**src/rtl/lane_parity_unit.sv**
```systemverilog
module lane_parity_unit #(
  parameter int DATA_W = 64,
  parameter int LANE_W = 8
) (
  input  logic                       clk,
  input  logic                       rst,
  input  logic [DATA_W-1:0]          wr_data,
  input  logic                       data_oe,
  output logic [DATA_W/LANE_W-1:0]   par_out,
  output logic                       par_oe,
  input  logic [DATA_W-1:0]          rd_data,
  input  logic [DATA_W/LANE_W-1:0]   rd_par,
  input  logic [DATA_W/LANE_W-1:0]   be_n,
  input  logic                       burst,
  input  logic                       rdy,
  output logic                       pchk_n,
  output logic [DATA_W/LANE_W-1:0]   lane_err
);
  localparam int LANES = DATA_W / LANE_W;

  logic [LANES-1:0] gen_par;
  logic [LANES-1:0] odd_lane;
  logic [LANES-1:0] chk_mask;
  logic [LANES-1:0] bad_lane;

  for (genvar g = 0; g < LANES; g++) begin : g_lane
    assign gen_par[g]  = ^wr_data[g*LANE_W +: LANE_W];
    assign odd_lane[g] = ^{rd_data[g*LANE_W +: LANE_W], rd_par[g]};

    AST_GEN_EVEN: assert property (@(posedge clk) disable iff (rst)
      par_oe |-> !(^{wr_data[g*LANE_W +: LANE_W], par_out[g]}));
  end

  assign par_oe   = data_oe;
  assign par_out  = data_oe ? gen_par : '0;
  assign chk_mask = burst ? {LANES{1'b1}} : ~be_n;
  assign bad_lane = odd_lane & chk_mask;

  always_ff @(posedge clk) begin
    if (rst) begin
      pchk_n   <= 1'b1;
      lane_err <= '0;
    end else if (rdy) begin
      pchk_n   <= ~|bad_lane;
      lane_err <= bad_lane;
    end else begin
      pchk_n   <= 1'b1;
      lane_err <= '0;
    end
  end

  AST_FLOAT_ZERO: assert property (@(posedge clk) disable iff (rst)
    !par_oe |-> (par_out == '0));

  AST_FLAG_VS_VECTOR: assert property (@(posedge clk) disable iff (rst)
    (!pchk_n) == (lane_err != '0));

  AST_SINGLE_MASK: assert property (@(posedge clk) disable iff (rst)
    (rdy && !burst) |=> ((lane_err & $past(be_n)) == '0));

  AST_FLAG_ONE_CYCLE: assert property (@(posedge clk) disable iff (rst)
    !rdy |=> pchk_n);

  AST_IDLE_CLEAR: assert property (@(posedge clk) disable iff (rst)
    !rdy |=> (lane_err == '0));
endmodule

```
**config.mk**
```make
export PLATFORM = sky130hd
export DESIGN_NAME = lane_parity_unit
export DESIGN_NICKNAME = d
export VERILOG_FILES = /design/src/rtl/lane_parity_unit.sv
export SDC_FILE = /design/constraint.sdc
export NUM_CORES = 1
export LEC_CHECK = 0
export BUFFER_PORTS_ARGS = -buffer_cell sky130_fd_sc_hd__buf_2
export CAP_MARGIN = 10
export CELL_PAD_IN_SITES_DETAIL_PLACEMENT = 2
export CELL_PAD_IN_SITES_GLOBAL_PLACEMENT = 2
export CORE_UTILIZATION = 18
export CTS_CLUSTER_DIAMETER = 60
export DETAILED_ROUTE_END_ITERATION = 12
export PLACE_DENSITY_LB_ADDON = 0.1
export SLEW_MARGIN = 20
export SYNTH_ARGS = -nofsm -noshare
export SYNTH_HDL_FRONTEND = slang
export SYNTH_SLANG_ARGS = --single-unit
```
**constraint.sdc**
```tcl
create_clock -name clk -period 2.01 [get_ports clk]
set_input_delay 0.201 -clock clk [delete_from_list [all_inputs] [get_ports clk]]
set_output_delay 0.201 -clock clk [all_outputs]
set_load 0.02 [all_outputs]
```
; ---- Word-level counts from Yosys, hierarchy flattened
; Cells that the tools add are included.
[totals]
register_bits = 9
[classes]
bitwise_logic = 3
reduce_logical = 19
mux = 2
[ops]
columns = cell, count
row1 = 9-bit XOR reduction, 8
row2 = 8-bit XOR reduction, 8
row3 = 8-bit two-way mux, 2
row4 = 8-bit bitwise AND, 1
row5 = 8-bit NOT, 1
row6 = 8-bit OR reduction, 1
row7 = 2-bit OR reduction, 1
row8 = 1-bit logical NOT, 1
row9 = 1-bit NOT, 1

; ---- Longest topological paths before layout
[depth]
ltp_word = 5
depth_mapped = 5
depth_no_buf = 5

; ---- Worst setup path before layout
; Ideal clock, no wire load.
[synth_path]
kind = input port to flip-flop
start = input rd_data[44]
end = register pchk_n
stages = 5
setup_slack_ns = 0.624
t_arrival_ns = 1.269
required_ns = 1.894
path_cell_list = xor2_1 > xnor3_1 > mux2i_1 > and4_1 > a41o_1
[synth_via]
elab_chain_len = 4
[synth_rtl]
columns = item, line_no
row1 = start: declaration, 11  ; input logic [DATA_W-1:0] rd_data,
row2 = 9-bit XOR reduction, 28  ; assign odd_lane[g] = ^{rd_data[g*LANE_W +: LANE_W], rd_par[g]};
row3 = 8-bit bitwise AND, 37  ; assign bad_lane = odd_lane & chk_mask;
row4 = 8-bit OR reduction, 44  ; pchk_n <= ~|bad_lane;
row5 = 1-bit logical NOT, 44
row6 = end signal: assignment, 44
row7 = end: declaration, 16  ; output logic pchk_n,
; Every way passes these cells.
; A chain may end at the register's enable or synchronous reset.

; ---- Final worst setup path
[layout_path]
start = input rd_data[57]
end = register pchk_n
; Same word-level chain as after synthesis.

==> flow_summary.toml <==
[outcome]
outcome = "complete, no violations"

[critical_path]
path_max_fanout = 2
critPathTopFamily = "XOR/XNOR gates"
slowest_delay_ns = 0.44
critPathKind = "input pin to register"
critPathSlowestCell = "xnor3_1"
cp-start-kind = "input pin"
crit_path_end_kind = "register"
path_buf_inv = 1
cp_data_arrival_time_ns = 1.58
path_cells = "buf_2, xor2_1, xnor3_1, mux2i_1, and4_1, a41o_1"
worst_ep_required_time_ns = 2.18

[layout]
final_common_cell = "buf_2"
final_layout_size_suffix_gt1_share_pct = 51.7
mostFrequentLayoutCells = "166 x buf_2, 70 x xnor2_1, 16 x xor2_1"
syn2layout_area_growth_pct = 64.0
final_nets = 477
postLayoutCoreUtil_pct = 30.7
n_antenna_cell = 0

[pwr]
power.switching_uw = 435
switching_share_pct = 34.8
irDropWorstVdd_mv = 0.109
total_power_uw = 1250
power_leakage_uw = 0.00133
clkPwrFrac_pct = 16.5
combPwrFrac_pct = 67.4
power.share.sequential_pct = 16.1
power_density_nw_per_um2 = 490
power.internal_uw = 815

[floorplan]
io_pins = 167
rows = 33
dieArea_um2 = 9020
die_y_um = 95.0
die_w_um = 95.0
start_util_pct = 18.7
fp.coreArea_um2 = 8300

[clock_network]
clock-sinks = 9
htreeDepth = 1
cts_hold_buffers = 0
root_buffer = "clkbuf_8"
cts_tree = "done"
cts_repair_resize_count = 0
path_clk_slew_ns = 0.04
clockBufferDepth = 2
numCtsBuffers = 3
cts_setup_buffers = 0

[synth]
ys_seq_area_share_pct = 11.6
syn_area_um2 = 1560
syn-num-nets = 308
ys_ff_latch = 9
synthTopCellsByArea = "xnor2_1 39%, dfxtp_1 12%, xnor3_1 12%"
ys_types = 17
yosys.area.top_type = "xnor2_1"
synth_top_area_share_pct = 39.4
synthCells = 159
yosys_warnings = 0
avgSynthCellArea_um2 = 9.78

[place]
dpl.hpwl_um = 4840
io_buffers = 166
gp_congestion = 0.653

[worst_hold_path]
hold_class = "input pin to register"

[global_routing]
grt.overflow.total = 0
grt_pass1_vias = 1681
grt_pass1_wl_um = 7330
track_usage_pct = 10.5
antenna_found_initial = 0
grt_max_degree = 10

[sta]
finalSetupViolations = 0
fmax_mhz = 708
slew_headroom_pct = 76.8
min_period_over_period_pct = 70.2
hold_viol = 0
grt_setup_unrepaired = "false"
worst_slew_pin_slew_ns = 0.348
period_needed_ns = 1.41
finalSetupTns_ns = 0
drv_slew = 0

[flow_run]
max_cap_violations = 0

[detailed_routing]
vias_per_cell = 3.85
vias = 1664
wl_um = 5040
drc = 0
postRouteAntennaNets = 0
drt-wirelength-per-cell_um = 11.7
dr.pass1.iters = 2
dr.first_iter.drc_count = 6
[Yosys cell counts]
cell,n
a41o_1,1
and2_1,9
and2b_1,1
and4_1,1
buf_1,1
buf_4,1
dfxtp_1,9
inv_1,2
mux2i_1,6
nand2b_1,1
nor2_1,14
nor2b_1,11
o21ai_1,2
xnor2_1,70
xnor3_1,8
xor2_1,16
xor3_1,6
[stage by stage]
step                std cells  cell area (um2)  hold slack [ns]  setup WS [ns]
floorplan                 159             1560            0.364          0.624
finish                    432             2550            0.313          0.598
global route              432             2550            0.340          0.504
CTS                       432             2550            0.310          0.545
detailed placement        428             2510            0.545          0.369
global placement          428             2510            0.533          0.433
[registers in the layout, indices dropped and copies added (netlist names)]
register	cells
pchk_n	1
lane_err	8
[power by group through the flow]
| stage | sequential, uW | combinational (uW) | clock (uW) |
|---|---|---|---|
| finish | 201 | 843 | 207 |
| global route | 203 | 919 | 223 |
| CTS | 201 | 868 | 214 |
| detailed placement | 204 | 860 | 0 |
| global placement | 203 | 846 | 0 |
| floorplan | 227 | 541 | 0 |
[cells by family after synthesis]
| kind of cell | after synthesis | share of synthesized area [%] |
|---|---|---|
| xor gates and xnor gates | 100 | 69.2 |
| AOI/OAI and AO/OA | 3 | 1.29 |
| muxes | 6 | 3.86 |
| buffers and inverters | 4 | 1.21 |
| and+or+nand+nor | 37 | 12.9 |
| DFF | 9 | 11.6 |
[final timing paths]
check | startpoint | end | slack (ns) | depth (start not counted)
min | be_n[2] | lane_err[2]$_SDFF_PP0_ | 0.31 | 4
max | rd_data[57] | pchk_n$_SDFF_PP1_ | 0.60 | 6
[metal layers]
layer	GRT usage, %	up-vias	routed length, um
met5	0	-	0
met4	2.65	0	21
met3	3.06	2	495
met2	21.2	87	2730
met1	10.2	737	1800
li1	-	838	-
[final cells by class]
type,count,area [um2]
Fill cell,997,5750
Multi-Input combinational cell,146,1360
Timing Repair Buffer,166,831
Sequential cell,9,180
Tap cell,105,131
Clock buffer,4,45.0
Inverter,2,7.51
Note: power is estimated with default switching activity, not from simulation.
